File: config.mk
export PLATFORM = sky130hd
export DESIGN_NAME = berr_guard
export DESIGN_NICKNAME = d
export VERILOG_FILES = /design/src/rtl/berr_pkg.sv /design/src/rtl/berr_latch_fsm.sv /design/src/rtl/berr_dblfault.sv /design/src/rtl/berr_capture.sv /design/src/rtl/berr_guard.sv
export SDC_FILE = /design/constraint.sdc
export NUM_CORES = 1
export LEC_CHECK = 0
export BUFFER_PORTS_ARGS = -buffer_cell sky130_fd_sc_hd__buf_2
export CAP_MARGIN = 20
export CORE_ASPECT_RATIO = 1.1
export CORE_MARGIN = 5
export CORE_UTILIZATION = 53
export CTS_CLUSTER_DIAMETER = 40
export CTS_CLUSTER_SIZE = 40
export DETAILED_ROUTE_END_ITERATION = 16
export PLACE_DENSITY = 0.82
export SYNTH_ARGS = -nofsm -noshare
export SYNTH_HDL_FRONTEND = slang
export SYNTH_HIERARCHICAL = 1
export SYNTH_SLANG_ARGS = --single-unit
File: constraint.sdc
create_clock -name clk -period 2.9 [get_ports clk]
set_input_delay 0 -clock clk [delete_from_list [all_inputs] [get_ports clk]]
set_output_delay 0 -clock clk [all_outputs]
set_load 0.1 [all_outputs]
File: src/rtl/berr_pkg.sv
package berr_pkg;

    typedef enum logic [1:0] {
        PH_IDLE = 2'd0,
        PH_PEND = 2'd1,
        PH_REQ  = 2'd2,
        PH_EXC  = 2'd3
    } berr_phase_e;

    typedef struct packed {
        logic prog;
        logic pref;
    } access_attr_t;

    typedef struct packed {
        logic cyc_end;
        logic berr;
        logic halt_in;
        logic prefetch;
        logic prog_space;
    } bus_term_t;

    function automatic logic is_err_event(input bus_term_t t);
        return t.cyc_end & t.berr & ~t.halt_in;
    endfunction

    function automatic logic in_processing(input berr_phase_e p);
        return (p == PH_REQ) || (p == PH_EXC);
    endfunction

endpackage

File: src/rtl/berr_latch_fsm.sv
module berr_latch_fsm
    import berr_pkg::*;
(
    input  logic         clk,
    input  logic         rst,
    input  bus_term_t    term,
    input  logic         insn_done,
    input  logic         exc_start,
    input  logic         handler_first,
    output berr_phase_e  phase,
    output access_attr_t attr,
    output logic         err_ev
);

    berr_phase_e phase_q, phase_d;
    access_attr_t attr_q;

    assign err_ev = is_err_event(term);

    always_comb begin
        phase_d = phase_q;
        unique case (phase_q)
            PH_IDLE: if (err_ev)        phase_d = PH_PEND;
            PH_PEND: if (insn_done)     phase_d = PH_REQ;
            PH_REQ:  if (exc_start)     phase_d = PH_EXC;
            PH_EXC:  if (handler_first) phase_d = PH_IDLE;
            default:                    phase_d = PH_IDLE;
        endcase
    end

    always_ff @(posedge clk) begin
        if (rst) begin
            phase_q <= PH_IDLE;
            attr_q  <= '0;
        end else begin
            phase_q <= phase_d;
            if (phase_q == PH_IDLE && err_ev) begin
                attr_q.prog <= term.prog_space;
                attr_q.pref <= term.prefetch;
            end
        end
    end

    assign phase = phase_q;
    assign attr  = attr_q;

    // an error masked by the halt input leaves the idle latch idle
    assert_halt_masks_R2: assert property (@(posedge clk) disable iff (rst)
        (phase_q == PH_IDLE && term.cyc_end && term.berr && term.halt_in) |=> (phase_q == PH_IDLE));

    // the handler's first instruction releases the latch
    assert_latch_clear_R5: assert property (@(posedge clk) disable iff (rst)
        (phase_q == PH_EXC && handler_first) |=> (phase_q == PH_IDLE));

    // recorded attributes do not move while the latch is held
    assert_attr_hold_R10: assert property (@(posedge clk) disable iff (rst)
        (phase_q != PH_IDLE) |=> $stable(attr_q));

endmodule

File: src/rtl/berr_dblfault.sv
module berr_dblfault
    import berr_pkg::*;
(
    input  logic        clk,
    input  logic        rst,
    input  logic        err_ev,
    input  berr_phase_e phase,
    input  logic        exc_loading,
    input  logic        insn_done,
    output logic        halted
);

    logic post_reset_q;
    logic halted_q;
    logic cause_reset, cause_exc, cause_load;

    assign cause_reset = err_ev & post_reset_q;
    assign cause_exc   = err_ev & (phase == PH_EXC);
    assign cause_load  = err_ev & exc_loading & in_processing(phase);

    always_ff @(posedge clk) begin
        if (rst) begin
            post_reset_q <= 1'b1;
            halted_q     <= 1'b0;
        end else begin
            if (insn_done) post_reset_q <= 1'b0;
            if (cause_reset || cause_exc || cause_load) halted_q <= 1'b1;
        end
    end

    assign halted = halted_q;

    // once halted, only reset releases the halt
    assert_halt_sticky_R9: assert property (@(posedge clk) disable iff (rst)
        halted_q |=> halted_q);

    // an error before the first completed instruction halts
    assert_reset_window_R7: assert property (@(posedge clk) disable iff (rst)
        (post_reset_q && err_ev) |=> halted_q);

    // an error during bus-error processing halts
    assert_exc_window_R6: assert property (@(posedge clk) disable iff (rst)
        (phase == PH_EXC && err_ev) |=> halted_q);

endmodule

File: src/rtl/berr_capture.sv
module berr_capture
    import berr_pkg::*;
#(
    parameter int DATA_W = 16
) (
    input  logic              clk,
    input  logic              rst,
    input  bus_term_t         term,
    input  logic [DATA_W-1:0] bus_data,
    output logic [DATA_W-1:0] ir,
    output logic [DATA_W-1:0] rd_data
);

    localparam logic [DATA_W-1:0] PRECHARGE = {DATA_W{1'b1}};

    logic [DATA_W-1:0] ir_q, rd_q;

    always_ff @(posedge clk) begin
        if (rst) begin
            ir_q <= PRECHARGE;
            rd_q <= '0;
        end else if (term.cyc_end) begin
            if (term.prefetch) begin
                ir_q <= term.berr ? PRECHARGE : bus_data;
            end else if (!term.berr) begin
                rd_q <= bus_data;
            end
        end
    end

    assign ir      = ir_q;
    assign rd_data = rd_q;

    // an errored prefetch leaves the precharge pattern in the instruction register
    assert_ir_precharge_R11: assert property (@(posedge clk) disable iff (rst)
        (term.cyc_end && term.prefetch && term.berr) |=> (ir_q == PRECHARGE));

    // an errored cycle never updates read data
    assert_rd_hold_R12: assert property (@(posedge clk) disable iff (rst)
        (term.cyc_end && term.berr) |=> $stable(rd_q));

endmodule

File: src/rtl/berr_guard.sv
module berr_guard
    import berr_pkg::*;
#(
    parameter int DATA_W = 16
) (
    input  logic              clk,
    input  logic              rst,
    input  logic              cyc_end_i,
    input  logic              berr_i,
    input  logic              halt_in_i,
    input  logic              prefetch_i,
    input  logic              prog_space_i,
    input  logic [DATA_W-1:0] bus_data_i,
    input  logic              insn_done_i,
    input  logic              exc_start_i,
    input  logic              exc_loading_i,
    input  logic              handler_first_i,
    output logic              berr_req_o,
    output logic              dbl_halt_o,
    output logic              fault_prog_o,
    output logic              fault_pref_o,
    output logic [DATA_W-1:0] ir_o,
    output logic [DATA_W-1:0] rd_data_o
);

    bus_term_t    term;
    berr_phase_e  phase;
    access_attr_t attr;
    logic         err_ev;
    logic         halted;

    assign term = '{cyc_end:    cyc_end_i,
                    berr:       berr_i,
                    halt_in:    halt_in_i,
                    prefetch:   prefetch_i,
                    prog_space: prog_space_i};

    berr_latch_fsm u_latch (
        .clk          (clk),
        .rst          (rst),
        .term         (term),
        .insn_done    (insn_done_i),
        .exc_start    (exc_start_i),
        .handler_first(handler_first_i),
        .phase        (phase),
        .attr         (attr),
        .err_ev       (err_ev)
    );

    berr_dblfault u_dbl (
        .clk        (clk),
        .rst        (rst),
        .err_ev     (err_ev),
        .phase      (phase),
        .exc_loading(exc_loading_i),
        .insn_done  (insn_done_i),
        .halted     (halted)
    );

    berr_capture #(.DATA_W(DATA_W)) u_cap (
        .clk     (clk),
        .rst     (rst),
        .term    (term),
        .bus_data(bus_data_i),
        .ir      (ir_o),
        .rd_data (rd_data_o)
    );

    assign berr_req_o   = (phase == PH_REQ) && !halted;
    assign dbl_halt_o   = halted;
    assign fault_prog_o = attr.prog;
    assign fault_pref_o = attr.pref;

    // no request is presented while halted
    assert_req_gated_R9: assert property (@(posedge clk) disable iff (rst)
        dbl_halt_o |-> !berr_req_o);

    // a request only rises right after an instruction boundary
    assert_req_at_boundary_R3: assert property (@(posedge clk) disable iff (rst)
        $rose(berr_req_o) |-> $past(insn_done_i));

    // an unacknowledged request holds
    assert_req_hold_R3: assert property (@(posedge clk) disable iff (rst)
        (berr_req_o && !exc_start_i && !halted && !err_ev) |=> berr_req_o);

endmodule

==> results of run 1 <==
==> placed cells by master (no fill, tap or decap) <==
cell           count
nor2_1             4
a21oi_1           16
a211oi_1           1
a2111o_1           1
clkbuf_8           1
dlygate4sd3_1     18
a211oi_2           1
nor4bb_1          13
mux2i_1           19
ha_1               4
nor3b_2            2
and4bb_1           3
clkbuf_4           5
buf_4              1
inv_1              4
nor4_1             1
a21o_1             1
buf_2             62
nand4b_1           1
and2b_2            1
o21ai_1            1
nor2b_1            2
o21bai_1          16
nand3b_1           1
nand2b_1          34
dfxtp_1           38
==> tightest hold or removal path: stages <==
cell,delay (ns)
buf_2,0.10
o21ai_1,0.14
a211oi_2,0.07
==> registers in the layout (all words and copies together), names as in the netlist <==
name and count:
u_latch/phase 2, u_dbl/halted 1, u_latch/attr 2, u_cap/ir 16, u_cap/rd_data 16, u_dbl/post_reset_q 1
==> synth_stat cells <==
library cell,instances,share of area [%]
nor2_1,4,0.83
mux2i_1,19,11
a211oi_1,1,0.42
nor4bb_1,13,7.2
nor3b_2,2,1.4
buf_12,1,1.1
buf_6,1,0.62
a2111o_1,1,0.62
and4bb_1,3,2.1
o21ai_1,1,0.28
dfxtp_1,38,42
and2b_2,1,0.48
nor2b_1,2,0.69
buf_2,6,1.7
a211oi_2,1,0.69
nor4_1,1,0.35
nand2b_1,34,12
o21bai_1,16,6.6
nand3b_1,1,0.42
clkbuf_1,6,1.2
ha_1,4,2.8
a21o_1,1,0.42
a21oi_1,16,4.4
nand4b_1,1,0.48
inv_1,4,0.83
==> worst max-delay path by stage <==
stage                                   to  cells after the start
after detailed placement  u_latch/phase[0]                      5
after global placement    u_latch/phase[0]                      5
after CTS                 u_latch/phase[0]                      5
after global routing      u_latch/phase[0]                      5
after floorplan                 berr_req_o                      1
final                     u_latch/phase[0]                      5
==> per-layer routing <==
metal  global-route usage (%)  vias up  wire length [um]  part of all wire, %
li1                         -      767                 -                    -
met1                     22.2      713              1860                   43
met2                     30.0       43              2050                   48
met3                     4.55       12               250                  5.8
met4                     10.6        0               125                  2.9
met5                        0        -                 0                    0
==> stage by stage <==
stage	setup slack, ns	total power (W)	instance area [um2]	cells
2_1_floorplan	0.887	0.000842	1810	178
3_3_place_gp	1.37	0.000900	2090	263
3_5_place_dp	1.33	0.000907	2090	263
4_1_cts	1.29	0.00119	2320	287
5_1_grt	1.15	0.00124	2320	287
6_report	1.28	0.00118	2320	287
==> layout make-up <==
class | count | share of cell area [%]
repair buffers | 81 | 21.5
clock buffers | 6 | 2.21
flip-flops and latches | 38 | 32.8
well taps | 36 | 1.94
multi-input cells | 122 | 40.9
inverters | 4 | 0.648
==> cell families (layout without fill, tap and decap cells) <==
logic type                 Yosys count  after routing  synth area share, %
and+or+nand+nor                     62             62                 25.7
DFF                                 38             38                 42.1
AOI/OAI and AO/OA                   37             37                 13.5
muxes                               19             19                 10.5
buffers and inverters               18             91                 5.47
adders and majority gates            4              4                 2.77
==> power by group <==
| part | internal [W] | switching, W |
|---|---|---|
| Combinational | 0.000110 | 0.000236 |
| Sequential | 0.000547 | 0.0000209 |
| Clock | 0.000109 | 0.000158 |
==> what timing repair did <==
action	in CTS	in global routing
hold endpoints to repair	31	0
buffers inserted	0	0
hold buffers	18	0
==> flow_summary.yaml, run 1 <==
sta:
  skew_ns: 0.00372
  tightest_slew_ns: 0.725
  final.min_clock_period_ns: 1.62
  whs_ns: 0.0125
  final.setup.tns_ns: 0
  finalCritPeriodShare_pct: 56.0
  setup_viol: 0
  slew_violations: 0
  max_freq_ghz: 0.616
  worst_slew_margin_rel_pct: 51.7
  rsz0062_at_grt: "no"
  hold_viol: 0
critical_path:
  reg2reg_from: "u_latch/phase[0]"
  max_stage_delay_ns: 0.44
  worstPathArrival_ns: 1.87
  required_ns: 3.15
  cp_max_fo: 5
  cp-start-kind: "flip-flop"
  crit_type: "flip-flop to flip-flop"
  crit_start: "u_latch/phase[0]"
  r2r_setup_slack_ns: 1.28
  worstSetupEndpointType: "flip-flop"
  path_delay_family: "compound AO/OA/AOI/OAI gates"
  worst-path-buf-inv: 1
  cp_cell_sequence: "inv_1 -> ha_1 -> and2b_2 -> a2111o_1 -> a211oi_1"
  rr_worst_depth: 5
  crit_slowest_cell: "dfxtp_1"
  reg2reg_to: "u_latch/phase[0]"
yosys:
  syn_nets: 209
  synth.avg_cell_area_um2: 10.2
  seq_area_frac_synth_pct: 42.1
  synthesis.area_mm2: 0.00181
  ys_warn_count: 6
  postSynthCellCount: 178
  yosys_register_bits: 38
  synth_cell_types: 25
clocking:
  htree_levels: 2
  cts.sinks: 38
  cts.path.max_buffers: 2
  cts_resized: 0
  numCtsBuffers: 5
  path_clk_slew_ns: 0.10
  cts-root-buf: "clkbuf_4"
  tritoncts: "yes"
  insertion_delay_ns: 0.34
cells_and_area:
  fill_cells: 266
  drive_gt1_share_pct: 29.1
  multi_input_area_um2: 948
  area_growth_syn_to_layout_pct: 28.2
  fin_nets: 283
  fin_util_pct: 70.2
  seq_area_um2: 761
  diodes: 0
die:
  ios: 63
  die_area_mm2: 0.00468
  row_count: 22
  die_w_um: 65.7
  core-area_mm2: 0.00330
  fp.dieH_um: 71.3
  initial_core_util_pct: 54.7
grt:
  antenna_found_initial: 0
  grt_pass1_wl_um: 6690
  track_usage_pct: 18.5
  grt-ovfl-total: 0
  grt_max_degree: 56
  first_global_vias: 1444
route:
  drt_pass1_iterations: 4
  vias: 1535
  drc: 0
  drtAntennaViolNets: 0
  via_per_inst: 5.35
  drt-total-wl_um: 4290
  drt-initial-drc-count: 104
  wire_per_inst_um: 14.9
placement:
  port_buffers: 62
  dp_hpwl_um: 2750
  place.gp.congestion: 0.715
hold_path:
  min-delay-start: "exc_loading_i"
  hold_end: "u_dbl/halted"
  min_path_cells: 3
  hp-class: "input pin to flip-flop"
power:
  power_density_mw_per_mm2: 510
  leakage_nw: 1.08
  vdd_drop_max_v: 0.000254
status:
  status: "finished clean"
job:
  maxCapViolCount: 0
(Power assumes the default switching activity.)
==> run 2, diff against run 1 <==
CORE_UTILIZATION = 49   (was 53)
PLACE_DENSITY = 0.77   (was 0.82)
clock period = 1.6 ns   (was 2.9 ns; I/O delays follow)
==> run 2 against run 1 <==
  * Count of clock-buffer cells in the layout is the same
  * Fmax rose by 8.3%
  * Register-to-register slack worse by 1.2 ns
  * Die area rose by 6.9%
  * Worst setup slack got worse by 1.2 ns
  * First-iteration DRC count fell by 9.6%
  * Global-route usage is essentially flat
  * Routed wire length increased by 0.61%
  * Clock skew increased by 0.00099 ns
  * Total power is 130% higher
  * Final cell count rose by 7.0%
  * Combinational power up 92%
  * Highest routed layer unchanged
==> flow_summary.yaml, run 2 (synthesis gave the netlist of run 1 again) <==
grt:
  first_global_vias: 1448
  grt_pass1_wl_um: 6980
  grt_max_degree: 56
  grt-ovfl-total: 0
  antenna_found_initial: 0
  track_usage_pct: 18.6
clocking:
  tritoncts: "yes"
  htree_levels: 2
  cts-root-buf: "clkbuf_8"
  path_clk_slew_ns: 0.07
  insertion_delay_ns: 0.28
  numCtsBuffers: 5
  cts.sinks: 38
  cts.path.max_buffers: 2
  post-cts-setup-buffers: 0
cells_and_area:
  diodes: 0
  mostFrequentLayoutCells: "buf_2 (62), dfxtp_1 (35), nand2b_1 (34), mux2i_1 (19), dlygate4sd3_1 (17)"
  seq_area_um2: 764
  multi_input_area_um2: 960
  fill_cells: 292
  fin_cells: 307
  drive_gt1_share_pct: 32.7
  fin_nets: 287
  layout_commonest_cell: "buf_2"
  area_growth_syn_to_layout_pct: 36.6
  fin_area_mm2: 0.00247
route:
  vias: 1505
  wire_per_inst_um: 14.0
  drtAntennaViolNets: 0
  drt-initial-drc-count: 94
  via_per_inst: 4.90
  drc: 0
  drt-total-wl_um: 4310
  drt_pass1_iterations: 4
critical_path:
  r2r_setup_slack_ns: 0.10
  required_ns: 1.81
  cp-start-kind: "flip-flop"
  cp_max_fo: 6
  crit_slowest_cell: "a2111o_1"
  crit_type: "flip-flop to flip-flop"
  worstSetupEndpointType: "flip-flop"
  cp_cell_sequence: "inv_1 -> ha_1 -> nor2b_1 -> a2111o_1 -> a211oi_2"
  worstPathArrival_ns: 1.71
  max_stage_delay_ns: 0.44
power:
  vdd_drop_max_v: 0.000708
  total_power_w: 0.00268
  leakage_nw: 1.14
  power_density_mw_per_mm2: 1090
job:
  maxCapViolCount: 0
sta:
  worst_slew_margin_rel_pct: 67.0
  rsz0062_at_grt: "no"
  tightest_slew_ns: 0.495
  max_freq_ghz: 0.667
  final.setup.tns_ns: 0
  final.min_clock_period_ns: 1.50
  setup_viol: 0
  slew_violations: 0
  hold_viol: 0
  finalCritPeriodShare_pct: 93.7
  skew_ns: 0.00471
die:
  die_w_um: 67.9
  row_count: 23
  initial_core_util_pct: 50.3
  core-area_mm2: 0.00360
  fp.dieH_um: 73.7
  die_area_mm2: 0.00501
  ios: 63
placement:
  placed_cells: 282
  port_buffers: 62
  dpl_cell_area_mm2: 0.00215
  dp_hpwl_um: 2800
  place.gp.congestion: 0.746
hold_path:
  hp-class: "input pin to flip-flop"
status:
  status: "finished clean"
run 2: changes by cell type in the layout (fill, tap and decap cells not counted), sizes merged:
cell / previous run / this run
dlygate4sd3: 18 / 17
buf: 63 / 68
bufinv: 0 / 2
run 2: routing by layer:
metal	track usage [%]	part of all wire, %
met1	24.1	44
met2	29.1	49
met3	4.74	5.2
met4	7.73	1.5
met5	0	0
run 2: repair_timing:
action,4_1_cts,5_1_grt
endpoints found under the setup margin,0,2
hold endpoints to repair,27,0
hold buffers,17,0
resized for setup,0,3
run 2: layout make-up:
cell class	instances	area share (%)
Clock buffer	6	3.34
Sequential cell	38	31.0
Clock inverter	2	2.43
Inverter	4	0.608
Tap cell	50	2.53
Timing Repair Buffer	85	21.3
Multi-Input combinational cell	122	38.9
run 2: metrics by stage:
stage | hold slack, ns | util [%] | setup WS [ns]
final | 0.0186 | 68.7 | 0.101
after global routing | 0.0374 | 68.7 | 0.0304
after CTS | 0.0141 | 68.5 | 0.0151
after detailed placement | 0.244 | 59.8 | 0.0601
after global placement | 0.237 | 59.8 | 0.105
after floorplan | 0.0573 | - | 0.114
run 2: where the power goes:
group          switching [W]  internal (W)  total [W]
registers          0.0000348      0.000996    0.00103
clock network       0.000321      0.000665   0.000986
logic               0.000443      0.000221   0.000664
total               0.000800       0.00188    0.00268
run 2: worst paths after layout:
| kind | cells after the start | end | from |
|---|---|---|---|
| setup / recovery | 5 | u_latch/phase[0] | u_latch/phase[1] |
| hold reg to reg | 2 | u_cap/rd_data[9] | u_cap/rd_data[9] |
| setup reg to reg | 5 | u_latch/phase[0] | u_latch/phase[1] |
| hold / removal | 3 | u_cap/rd_data[11] | bus_data_i[11] |
run 2: worst max-delay path, delay by kind of cell, from the launching register on:
kind | cells | cell delay (ns)
adder cells (fa/ha/maj) | 1 | 0.17
AND/OR/NAND/NOR | 1 | 0.14
flip-flops | 1 | 0.38
AO/OA/AOI/OAI | 2 | 0.66
buffers and inverters | 1 | 0.08
==> run 3, diff against run 2 <==
CORE_UTILIZATION = 46   (was 49)
MAX_ROUTING_LAYER = met4   (was default)
PLACE_DENSITY = 0.76   (was 0.77)
SKIP_LAST_GASP = 1   (was default)
SYNTH_HIERARCHICAL = default   (was 1)
==> run 3 against run 2 <==
  * Final cell count down 10%
  * Clock power down 15%
  * Count of clock-buffer cells in the layout unchanged
  * Critical endpoint is now u_latch.phase[0]
  * Highest routed layer unchanged
  * Register-to-register slack about the same
==> flow_summary.yaml, run 3 <==
sta:
  skew_ns: 0.00283
  rsz0062_at_grt: "no"
  final.setup.tns_ns: 0
  worst_slew_margin_rel_pct: 61.0
  slew_violations: 0
  finalCritPeriodShare_pct: 94.5
  tightest_slew_ns: 0.585
  hold_viol: 0
  setup_viol: 0
  final.min_clock_period_ns: 1.51
  max_freq_ghz: 0.661
critical_path:
  max_stage_delay_ns: 0.41
  crit_type: "flip-flop to flip-flop"
  worstPathArrival_ns: 1.76
  cp-start-kind: "flip-flop"
  path_depth: 5
  cp_max_fo: 4
  required_ns: 1.85
  crit_slowest_cell: "a2111o_1"
  crit_start: "u_latch.phase[1]"
  reg2reg_from: "u_latch.phase[1]"
  rr_worst_depth: 5
  worstSetupEndpointType: "flip-flop"
  path_delay_family: "compound AO/OA/AOI/OAI gates"
  worst-path-buf-inv: 1
  cp_cell_sequence: "inv_1 -> ha_1 -> nor2b_1 -> a2111o_1 -> a211oi_1"
placement:
  dp_hpwl_um: 2390
  dpl_cell_area_mm2: 0.00179
  port_buffers: 62
  place.gp.congestion: 0.717
route:
  drt-initial-drc-count: 59
  drc: 0
  drt-total-wl_um: 3650
  wire_per_inst_um: 13.2
  via_per_inst: 4.94
  vias: 1364
  drtAntennaViolNets: 0
  drt_pass1_iterations: 4
power:
  leakage_nw: 0.913
  power_density_mw_per_mm2: 1160
  vdd_drop_max_v: 0.00108
status:
  status: "finished clean"
grt:
  antenna_found_initial: 0
  grt_max_degree: 31
  first_global_vias: 1371
  grt_pass1_wl_um: 6300
  track_usage_pct: 18.8
  grt-ovfl-total: 0
yosys:
  ys_warn_count: 0
  synth_top_cell_area_share_pct: 52.7
  synthesis.area_mm2: 0.00144
  yosys-top-cells-count: "dfxtp_1 (38), nand2_1 (32), nand2b_1 (18)"
  postSynthCellCount: 159
  synth.most_common_cell: "dfxtp_1"
  synth-edff-count: 0
  async_reset_ff_share_pct: 0
  synth_flop_cell: "dfxtp_1"
  synth.area.top_cells: "dfxtp_1 (53%), nand2_1 (8.3%), nand2b_1 (7.8%)"
  yosys.area.top_type: "dfxtp_1"
  synth.avg_cell_area_um2: 9.08
  syn_nets: 190
  yosys_register_bits: 38
  seq_area_frac_synth_pct: 52.7
  synth_cell_types: 22
cells_and_area:
  fin_nets: 272
  diodes: 0
  area_growth_syn_to_layout_pct: 45.2
  fin_area_mm2: 0.00210
  drive_gt1_share_pct: 31.8
  mostFrequentLayoutCells: "buf_2 (61), dfxtp_1 (38), nand2_1 (32), dlygate4sd3_1 (19), nand2b_1 (18)"
  layout_commonest_cell: "buf_2"
die:
  fp.dieH_um: 68.8
  initial_core_util_pct: 47.4
  ios: 63
  die_w_um: 63.4
  die_area_mm2: 0.00436
  row_count: 21
  core-area_mm2: 0.00305
clocking:
  tritoncts: "yes"
  cts.sinks: 38
  cts-root-buf: "clkbuf_4"
  insertion_delay_ns: 0.33
  cts.path.max_buffers: 2
  numCtsBuffers: 5
  path_clk_slew_ns: 0.10
  htree_levels: 2
  post-cts-setup-buffers: 0
hold_path:
  hp-class: "input pin to flip-flop"
  min-delay-start: "exc_loading_i"
  min_path_cells: 4
job:
  maxCapViolCount: 0
-- run 3: kinds of logic after synthesis --
logic type / count (synthesis) / share of synthesized area [%]
adder cells (fa/ha/maj): 4 / 3.47
AND/OR/NAND/NOR: 64 / 22.6
flip-flops: 38 / 52.7
multiplexers: 3 / 2.08
buffers and inverters: 13 / 3.64
AO/OA/AOI/OAI: 37 / 15.5
-- run 3: worst min-delay path, cell delays in order --
cell and delay [ns]:
buf_2 0.07, a211oi_1 0.05, nor2_1 0.09, o21ba_2 0.12
-- run 3: area by class of cell --
class	instances	area [um2]
flip-flops and latches	38	761
clock buffers	6	51.3
inverters	3	11.3
well taps	34	42.5
clock inverters	2	60.1
multi-input cells	108	638
fillers	264	951
repair buffers	85	533
-- run 3: timing repair --
action                                  CTS  global route
gates resized for setup                   0             1
hold buffers                             19             0
endpoints found under the setup margin    0             1
hold endpoints to repair                 35             0
-- run 3: routing by layer --
| layer | vias up | wire (um) | GRT usage [%] |
|---|---|---|---|
| met5 | - | 0 | - |
| met4 | 0 | 42 | 5.45 |
| met3 | 6 | 315 | 8.75 |
| met2 | 49 | 1750 | 30.7 |
| met1 | 609 | 1530 | 20.6 |
| li1 | 700 | - | - |
-- run 3: report_power, final --
group | switching (W) | internal (W) | total, W
clock | 0.000304 | 0.000529 | 0.000834
sequential | 0.0000283 | 0.000991 | 0.00102
combinational | 0.000402 | 0.000182 | 0.000583
-- run 3: final timing paths --
kind	endpoint	slack, ns
setup / recovery	u_latch.phase[0]	0.09
hold / removal	u_dbl.halted	0.03
setup reg to reg	u_latch.phase[0]	0.09
hold reg to reg	u_cap.rd_data[4]	0.46
-- run 3: metrics by stage --
stage / setup slack [ns] / instances / total power (W) / utilization [%] / hold slack, ns
2_1_floorplan: 0.210 / 159 / 0.00147 / - / 0.136
3_3_place_gp: 0.154 / 249 / 0.00158 / 58.8 / 0.231
3_5_place_dp: 0.102 / 249 / 0.00159 / 58.8 / 0.258
4_1_cts: 0.0127 / 276 / 0.00246 / 68.7 / 0.0256
5_1_grt: 0.00671 / 276 / 0.00255 / 68.8 / 0.0295
6_report: 0.0882 / 276 / 0.00244 / 68.8 / 0.0329
